==> src/rtl/brk_pkg.sv <==
package brk_pkg;

    typedef enum logic [1:0] {
        KIND_ANY   = 2'd0,
        KIND_FETCH = 2'd1,
        KIND_DATA  = 2'd2,
        KIND_OFF   = 2'd3
    } kind_e;

    typedef enum logic [1:0] {
        DIR_OFF = 2'd0,
        DIR_RD  = 2'd1,
        DIR_WR  = 2'd2,
        DIR_ANY = 2'd3
    } dir_e;

    typedef enum logic [1:0] {
        SZ_ANY  = 2'd0,
        SZ_BYTE = 2'd1,
        SZ_WORD = 2'd2,
        SZ_LONG = 2'd3
    } size_e;

    // Programmed bus-cycle condition
    typedef struct packed {
        kind_e kind;
        dir_e  dir;
        size_e size;
    } cond_t;

    // Attributes of the observed cycle after source selection
    typedef struct packed {
        logic  valid;
        logic  fetch;
        logic  write;
        size_e size;
    } cyc_t;

    function automatic logic kind_hit(kind_e k, logic fetch);
        case (k)
            KIND_ANY:   return 1'b1;
            KIND_FETCH: return fetch;
            KIND_DATA:  return !fetch;
            default:    return 1'b0;
        endcase
    endfunction

    function automatic logic dir_hit(dir_e d, logic wr);
        case (d)
            DIR_RD:  return !wr;
            DIR_WR:  return wr;
            DIR_ANY: return 1'b1;
            default: return 1'b0;
        endcase
    endfunction

    function automatic logic size_hit(size_e want, size_e seen);
        return (want == SZ_ANY) || (want == seen);
    endfunction

    // Only a data access of word or unspecified size may target X/Y memory
    function automatic logic aux_cond_legal(cond_t c);
        return (c.kind == KIND_DATA) && (c.dir != DIR_OFF) &&
               ((c.size == SZ_ANY) || (c.size == SZ_WORD));
    endfunction

endpackage

==> src/rtl/brk_mask_cmp.sv <==
module brk_mask_cmp #(
    parameter int W = 32
) (
    input  logic [W-1:0] ref_v,
    input  logic [W-1:0] obs_v,
    input  logic [W-1:0] mask,
    output logic         hit
);
    logic [W-1:0] bit_ok;

    generate
        for (genvar i = 0; i < W; i++) begin : g_bit
            assign bit_ok[i] = mask[i] | (ref_v[i] == obs_v[i]);
        end
    endgenerate

    assign hit = &bit_ok;
endmodule

==> src/rtl/brk_src_sel.sv <==
module brk_src_sel
    import brk_pkg::*;
#(
    parameter int ADDR_W = 32,
    parameter int DATA_W = 32
) (
    input  logic                aux_en,
    input  logic                sel_y,
    input  cyc_t                mb_cyc,
    input  logic [ADDR_W-1:0]   mb_addr,
    input  logic [DATA_W-1:0]   mb_data,
    input  logic                xb_valid,
    input  logic                xb_write,
    input  logic [ADDR_W/2-1:0] xb_addr,
    input  logic [DATA_W/2-1:0] xb_data,
    input  logic                yb_valid,
    input  logic                yb_write,
    input  logic [ADDR_W/2-1:0] yb_addr,
    input  logic [DATA_W/2-1:0] yb_data,
    input  logic [ADDR_W-1:0]   cfg_addr,
    input  logic [ADDR_W-1:0]   cfg_addr_mask,
    input  logic [DATA_W-1:0]   cfg_data,
    input  logic [DATA_W-1:0]   cfg_data_mask,
    output cyc_t                cyc,
    output logic [ADDR_W-1:0]   obs_addr,
    output logic [ADDR_W-1:0]   ref_addr,
    output logic [ADDR_W-1:0]   msk_addr,
    output logic [DATA_W-1:0]   obs_data,
    output logic [DATA_W-1:0]   ref_data,
    output logic [DATA_W-1:0]   msk_data,
    output logic                data_use
);
    localparam int AH = ADDR_W / 2;
    localparam int DH = DATA_W / 2;

    logic [AH-1:0] h_obs_a, h_ref_a, h_msk_a;
    logic [DH-1:0] h_obs_d, h_ref_d, h_msk_d;
    cyc_t          aux_cyc;

    // Pick the auxiliary lane: X uses upper halves, Y the lower halves
    always_comb begin
        aux_cyc.fetch = 1'b0;
        aux_cyc.size  = SZ_WORD;
        if (sel_y) begin
            aux_cyc.valid = yb_valid;
            aux_cyc.write = yb_write;
            h_obs_a = yb_addr;
            h_obs_d = yb_data;
            h_ref_a = cfg_addr[AH-1:0];
            h_msk_a = cfg_addr_mask[AH-1:0];
            h_ref_d = cfg_data[DH-1:0];
            h_msk_d = cfg_data_mask[DH-1:0];
        end else begin
            aux_cyc.valid = xb_valid;
            aux_cyc.write = xb_write;
            h_obs_a = xb_addr;
            h_obs_d = xb_data;
            h_ref_a = cfg_addr[ADDR_W-1:ADDR_W-AH];
            h_msk_a = cfg_addr_mask[ADDR_W-1:ADDR_W-AH];
            h_ref_d = cfg_data[DATA_W-1:DATA_W-DH];
            h_msk_d = cfg_data_mask[DATA_W-1:DATA_W-DH];
        end
    end

    // Route main bus or the widened auxiliary lane to the comparators
    always_comb begin
        if (aux_en) begin
            cyc      = aux_cyc;
            obs_addr = {{(ADDR_W-AH){1'b0}}, h_obs_a};
            ref_addr = {{(ADDR_W-AH){1'b0}}, h_ref_a};
            msk_addr = {{(ADDR_W-AH){1'b1}}, h_msk_a};
            obs_data = {{(DATA_W-DH){1'b0}}, h_obs_d};
            ref_data = {{(DATA_W-DH){1'b0}}, h_ref_d};
            msk_data = {{(DATA_W-DH){1'b1}}, h_msk_d};
            data_use = 1'b1;
        end else begin
            cyc      = mb_cyc;
            obs_addr = mb_addr;
            ref_addr = cfg_addr;
            msk_addr = cfg_addr_mask;
            obs_data = mb_data;
            ref_data = cfg_data;
            msk_data = cfg_data_mask;
            data_use = !mb_cyc.fetch;
        end
    end
endmodule

==> src/rtl/brk_cycle_qual.sv <==
module brk_cycle_qual
    import brk_pkg::*;
(
    input  cond_t cond,
    input  cyc_t  cyc,
    input  logic  aux_en,
    output logic  qual
);
    logic fields_ok;
    logic mode_ok;

    assign fields_ok = kind_hit(cond.kind, cyc.fetch) &&
                       dir_hit(cond.dir, cyc.write) &&
                       size_hit(cond.size, cyc.size);
    assign mode_ok   = !aux_en || aux_cond_legal(cond);
    assign qual      = cyc.valid && fields_ok && mode_ok;
endmodule

==> src/rtl/brk_match_unit.sv <==
module brk_match_unit
    import brk_pkg::*;
#(
    parameter int ADDR_W = 32,
    parameter int DATA_W = 32
) (
    input  logic                clk,
    input  logic                rst,
    input  logic                cfg_aux_en,
    input  logic                cfg_sel_y,
    input  logic [1:0]          cfg_kind,
    input  logic [1:0]          cfg_dir,
    input  logic [1:0]          cfg_size,
    input  logic [ADDR_W-1:0]   cfg_addr,
    input  logic [ADDR_W-1:0]   cfg_addr_mask,
    input  logic [DATA_W-1:0]   cfg_data,
    input  logic [DATA_W-1:0]   cfg_data_mask,
    input  logic                mb_valid,
    input  logic                mb_fetch,
    input  logic                mb_write,
    input  logic [1:0]          mb_size,
    input  logic [ADDR_W-1:0]   mb_addr,
    input  logic [DATA_W-1:0]   mb_data,
    input  logic                xb_valid,
    input  logic                xb_write,
    input  logic [ADDR_W/2-1:0] xb_addr,
    input  logic [DATA_W/2-1:0] xb_data,
    input  logic                yb_valid,
    input  logic                yb_write,
    input  logic [ADDR_W/2-1:0] yb_addr,
    input  logic [DATA_W/2-1:0] yb_data,
    output logic                match
);
    cond_t             cond;
    cyc_t              mb_cyc;
    cyc_t              cyc;
    logic [ADDR_W-1:0] obs_addr, ref_addr, msk_addr;
    logic [DATA_W-1:0] obs_data, ref_data, msk_data;
    logic              data_use, qual, addr_hit, data_hit, hit_now;

    assign cond.kind    = kind_e'(cfg_kind);
    assign cond.dir     = dir_e'(cfg_dir);
    assign cond.size    = size_e'(cfg_size);
    assign mb_cyc.valid = mb_valid;
    assign mb_cyc.fetch = mb_fetch;
    assign mb_cyc.write = mb_write;
    assign mb_cyc.size  = size_e'(mb_size);

    brk_src_sel #(.ADDR_W(ADDR_W), .DATA_W(DATA_W)) u_src (
        .aux_en(cfg_aux_en), .sel_y(cfg_sel_y), .mb_cyc(mb_cyc),
        .mb_addr(mb_addr), .mb_data(mb_data),
        .xb_valid(xb_valid), .xb_write(xb_write), .xb_addr(xb_addr), .xb_data(xb_data),
        .yb_valid(yb_valid), .yb_write(yb_write), .yb_addr(yb_addr), .yb_data(yb_data),
        .cfg_addr(cfg_addr), .cfg_addr_mask(cfg_addr_mask),
        .cfg_data(cfg_data), .cfg_data_mask(cfg_data_mask),
        .cyc(cyc), .obs_addr(obs_addr), .ref_addr(ref_addr), .msk_addr(msk_addr),
        .obs_data(obs_data), .ref_data(ref_data), .msk_data(msk_data),
        .data_use(data_use)
    );

    brk_cycle_qual u_qual (
        .cond(cond), .cyc(cyc), .aux_en(cfg_aux_en), .qual(qual)
    );

    brk_mask_cmp #(.W(ADDR_W)) u_addr_cmp (
        .ref_v(ref_addr), .obs_v(obs_addr), .mask(msk_addr), .hit(addr_hit)
    );

    brk_mask_cmp #(.W(DATA_W)) u_data_cmp (
        .ref_v(ref_data), .obs_v(obs_data), .mask(msk_data), .hit(data_hit)
    );

    assign hit_now = qual && addr_hit && (data_hit || !data_use);

    // Registered so the pulse lines up with a main-bus data-access break
    always_ff @(posedge clk) begin
        if (rst) match <= 1'b0;
        else     match <= hit_now;
    end
endmodule

==> config.mk <==
export PLATFORM = sky130hd
export DESIGN_NAME = brk_match_unit
export DESIGN_NICKNAME = d
export VERILOG_FILES = /design/src/rtl/brk_pkg.sv /design/src/rtl/brk_mask_cmp.sv /design/src/rtl/brk_src_sel.sv /design/src/rtl/brk_cycle_qual.sv /design/src/rtl/brk_match_unit.sv
export SDC_FILE = /design/constraint.sdc
export NUM_CORES = 1
export LEC_CHECK = 0
export ABC_CLOCK_PERIOD_IN_PS = 5240
export CAP_MARGIN = 5
export CORE_AREA = 10 10 98 100
export DETAILED_ROUTE_END_ITERATION = 16
export DIE_AREA = 0 0 108 110
export DONT_BUFFER_PORTS = 1
export PLACE_DENSITY = 0.49
export SLEW_MARGIN = 40
export SYNTH_ARGS = -nofsm -noshare
export SYNTH_HDL_FRONTEND = slang
export SYNTH_SLANG_ARGS = --single-unit
==> constraint.sdc <==
create_clock -name clk -period 5.24 [get_ports clk]
set_clock_uncertainty 0.15 [all_clocks]
set_input_delay 0.524 -clock clk [delete_from_list [all_inputs] [get_ports clk]]
set_output_delay 0.524 -clock clk [all_outputs]
set_load 0.005 [all_outputs]
### Word level (Yosys, flattened, before mapping)

Index checks and enable logic that the tools add are counted.

| storage, ports and cells | value |
|---|---|
| memory bits (writable) | 0 |
| memories | 0 |
| ROM bits | 0 |
| bits in latches | 0 |
| register bits after elaboration | 1 |
| bits of input ports | 275 |

| operators by class | value |
|---|---|
| bitwise logic cells | 64 |
| multipliers | 0 |
| shifts and indexed selects | 0 |
| divide/modulo/power cells | 0 |
| eq/ne operators | 71 |
| magnitude comparators | 0 |
| muxes and demuxes | 18 |
| reduce and logical (&&, ||, !) cells | 22 |
| add/subtract/negate cells | 0 |

Operators by type and width:

| kind | number |
|---|---|
| $mux W32 | 6 |
| $mux W16 | 6 |
| $eq A1 B1 Y1 | 64 |
| $or A1 B1 Y1 | 64 |
| $reduce_and A32 Y1 | 2 |
| $eq A2 B2 Y1 const B | 4 |
| $logic_and A1 B1 Y1 | 8 |
| $pmux W1 S3 | 2 |
| $logic_not A1 Y1 | 5 |
| $mux W5 | 1 |
| $eq A2 B1 Y1 const B | 2 |
| $logic_not A2 Y1 | 2 |
| $logic_or A1 B1 Y1 | 4 |
| $mux W1 | 3 |
| $eq A2 B2 Y1 | 1 |
| $reduce_bool A2 Y1 | 1 |

### Logic depth before layout (Yosys ltp)

| logic depth | value |
|---|---|
| depth after elaboration | 10 |
| depth in mapped cells | 9 |
| depth with buffers taken out | 7 |

### By module

Synthesis repeated with hierarchy kept, for this count alone.

| unflattened totals | value |
|---|---|
| cells, all modules | 417 |
| area total of the unflattened synthesis | 3365.7 um^2 |

By module, submodules not included:

| module | cells each | area each (um^2) | seq. area each (um^2) | times used |
|---|---|---|---|---|
| brk_src_sel | 296 | 2403.6 | 0.0 | 1 |
| brk_mask_cmp | 53 | 414.1 | 0.0 | 2 |
| brk_cycle_qual | 11 | 86.3 | 0.0 | 1 |
| brk_match_unit | 4 | 47.5 | 20.0 | 1 |

### Worst setup path after synthesis

No wires, ideal clock.

| timing path | value |
|---|---|
| path type | in2reg |
| start point | input port cfg_addr[20] |
| end point | register match |
| stages | 7 |
| setup slack | 2757 ps |
| buffers on the path | 0 |
| data arrival time | 2229 ps |
| path through | xnor2_1 > o22ai_1 > or4_1 > nand3_1 > nand4_1 > or4_1 > a2111oi_2 |

| between the ends | value |
|---|---|
| cells in the longest elaborated chain, start to end | 7 |

RTL lines:

| what | RTL line | text |
|---|---|---|
| from (decl) | brk_match_unit.sv:14 | `input logic [ADDR_W-1:0] cfg_addr,` |
| $mux W16 | brk_src_sel.sv:44 | `if (sel_y) begin` |
| $mux W32 * | brk_src_sel.sv:67 | `if (aux_en) begin` |
| $eq A1 B1 Y1 | brk_mask_cmp.sv:13 | `assign bit_ok[i] = mask[i] \| (ref_v[i] == obs_v[i]);` |
| $or A1 B1 Y1 | brk_mask_cmp.sv:13 |  |
| $reduce_and A32 Y1 * | brk_mask_cmp.sv:17 | `assign hit = &bit_ok;` |
| $logic_and A1 B1 Y1 * (2 in a row) | brk_match_unit.sv:73 | `assign hit_now = qual && addr_hit && (data_hit \|\| !data_use);` |
| to (signal assigned) | brk_match_unit.sv:78 | `else match <= hit_now;` |
| to (decl) | brk_match_unit.sv:32 | `output logic match` |

Every way passes the cells marked *; elsewhere a longest branch is shown, timed or not.
A chain may end at the register's enable or synchronous reset.

### Worst setup path after layout

| timing path | value |
|---|---|
| start point | input port cfg_addr[27] |
| end point | register match |

Same word-level chain as after synthesis.

==> results.py <==
metrics = {
    "run_status": {
        "outcome": "finished clean",
    },
    "min_path": {
        "hold_path_depth": 2,
        "hp-class": "input port to register",
    },
    "sta": {
        "finalSetupTns_ps": 0,
        "hold_viol": 0,
        "slew_headroom_pct": 64.4,
        "drv_slew": 0,
        "fin_hold_ws_ps": 632,
        "fin_crit_ps": 2620,
        "worst_pin_slew_ps": 528,
        "setup_viol": 0,
        "fmax_mhz": 382,
        "layout_worst_path_cycle_share_pct": 49.9,
        "rsz0062_at_grt": "no",
        "setup_ws_ps": 2620,
    },
    "place": {
        "gp_congestion": 0.907,
        "post-place-ws_ps": 2590,
        "dp.cells": 409,
        "hpwl_mm": 10.8,
        "io_buffers": 0,
    },
    "layout": {
        "drive_above_1_share_pct": 1.95,
        "layout.nets": 584,
        "largest_register": "match",
        "largest_reg_flops": 1,
        "reg.largest.list": "match (1)",
        "area_growth_pct": 3.71,
        "fin_cells": 409,
        "antennaDiodeCount": 0,
        "fill_cells": 869,
    },
    "synthesis": {
        "synth.avg_cell_area_sq_um": 7.36,
        "synth-edff-count": 0,
        "synthTopCellsByArea": "xnor2_1 (35%), mux2i_1 (10%), o22ai_1 (8.9%)",
        "ys_warn_count": 0,
        "synth_top_area_share_pct": 35.4,
        "netlist_instances": 316,
        "synth_area_sq_um": 2330,
        "ys_ff_latch": 1,
        "async_flop_share_pct": 0,
        "syn-num-nets": 591,
        "synth_top_cell_by_area": "xnor2_1",
        "ys_seq_area_share_pct": 0.861,
        "synth_ff_type": "dfxtp_1",
        "synth_cell_types": 40,
    },
    "pwr": {
        "power_leakage_uw": 0.000719,
        "total_power_uw": 197,
        "powerDensity_nw_per_um2": 81.6,
        "ir_drop_mv": 0.0251,
    },
    "floorplanning": {
        "die_w_microns": 108,
        "start_util_pct": 30.4,
        "core_sq_um": 7650,
        "die_h_microns": 110,
        "rows": 32,
        "dieArea_sq_um": 11900,
        "io_pins": 276,
    },
    "worst_setup_path": {
        "path_depth": 7,
        "cp_max_fo": 2,
        "path_buf_inv": 0,
        "cp_slowest_cell": "or4_1",
        "cp.arrival_ps": 2360,
        "cp_cell_sequence": "xnor2_1 -> o22ai_1 -> or4_1 -> nand3_1 -> nand4_1 -> or4_1 -> a2111oi_2",
        "crit_family": "simple AND/OR/NAND/NOR gates",
        "critPathMaxStageDelay_ps": 540,
        "crit_top_cell": "or4_1",
        "start_kind": "input port",
        "crit_type": "input port to register",
        "cp_data_required_time_ps": 4980,
        "crit_path_end_kind": "register",
    },
    "routing": {
        "drcViolationCount": 0,
        "wl_per_cell_microns": 28.6,
        "drtAntennaViolNets": 0,
        "num_vias": 2445,
        "dr.pass1.iters": 4,
        "wl_mm": 11.7,
        "via_per_inst": 5.98,
        "drt_iter0_drc": 88,
    },
    "clock_tree": {
        "cts_resized": 0,
        "post_cts_buffers": 0,
        "clk_pin_slew_ps": 0,
        "hold_buffers": 0,
    },
    "grt": {
        "grt_first_pass_wirelength_mm": 16.2,
        "use_met1_pct": 15.3,
        "grt_max_degree": 60,
        "gr-usage-met2_pct": 34.7,
        "grt-busiest-layer": "met2",
        "grt_pass1_vias": 2810,
        "overflow": 0,
        "track_usage_pct": 17.2,
        "grt_use_met3_pct": 8.07,
        "antenna_found_initial": 1,
    },
    "flow_run": {
        "max-cap-violations": 0,
    },
}
==> final cells by class <==
class / count / area, sq um / share of cell area [%]
multi-input cells: 299 / 2230 / 92.6
well taps: 102 / 128 / 5.29
inverters: 6 / 22.5 / 0.934
flip-flops and latches: 1 / 20.0 / 0.830
repair buffers: 1 / 7.51 / 0.311
==> placed cells by master (no fill, tap or decap), drive strengths merged, types with 2 or more instances in the layout <==
| master | synthesis | routed |
|---|---|---|
| o221ai | 11 | 11 |
| nor4b | 3 | 3 |
| o21ai | 9 | 9 |
| or4 | 2 | 2 |
| o22a | 4 | 4 |
| nor3 | 3 | 3 |
| mux2i | 24 | 24 |
| nand4 | 2 | 2 |
| mux2 | 2 | 2 |
| o22ai | 33 | 33 |
| o221a | 2 | 2 |
| a31oi | 5 | 5 |
| a21oi | 20 | 20 |
| a2111oi | 3 | 3 |
| xor2 | 19 | 19 |
| nand2 | 7 | 7 |
| nor4 | 5 | 5 |
| xnor2 | 94 | 94 |
| inv | 6 | 6 |
| nor2 | 28 | 28 |
| nor2b | 3 | 3 |
| nor3b | 6 | 6 |
| nand2b | 4 | 4 |
==> per-stage QoR <==
stage | util [%] | instance area (sq um)
finish | 31.5 | 2410
global route | 31.5 | 2410
CTS | 31.5 | 2410
detailed placement | 31.5 | 2410
global placement | 31.5 | 2410
floorplan | - | 2330
==> path summary, 6_finish.rpt <==
| check | startpoint | end | slack, ps |
|---|---|---|---|
| worst max-delay path | cfg_addr[27] | match | 2620 |
| worst min-delay path | mb_fetch | match | 630 |
==> cell usage after synthesis (5+ instances only) <==
cell type and count:
xnor2_1 94, o22ai_1 33, nor2_1 28, mux2i_1 24, a21oi_1 20, xor2_1 19
o221ai_1 11, o21ai_0 9, nand2_1 7, buf_2 6, inv_1 6, nor3b_1 6
a31oi_1 5, nor4_1 5
==> kinds of logic after synthesis <==
logic type,Yosys count,share of synthesized area (%)
AOI/OAI and AO/OA,96,28.0
xor gates and xnor gates,113,42.5
buffers and inverters,16,3.07
DFF,1,0.861
muxes,26,11.3
and+or+nand+nor,64,14.3
==> per-layer routing <==
layer	share of wire, %	routed length (microns)
met1	30	3500
met2	54	6310
met3	14	1660
met4	1.7	199
met5	0.086	10
==> where the power goes <==
part / switching (uW) / internal, uW / total, uW
logic: 77.9 / 111 / 189
clock network: 0 / 0 / 0
registers: 0.00207 / 7.77 / 7.77
total: 77.9 / 119 / 197
Power figures use the tool's default switching activity.
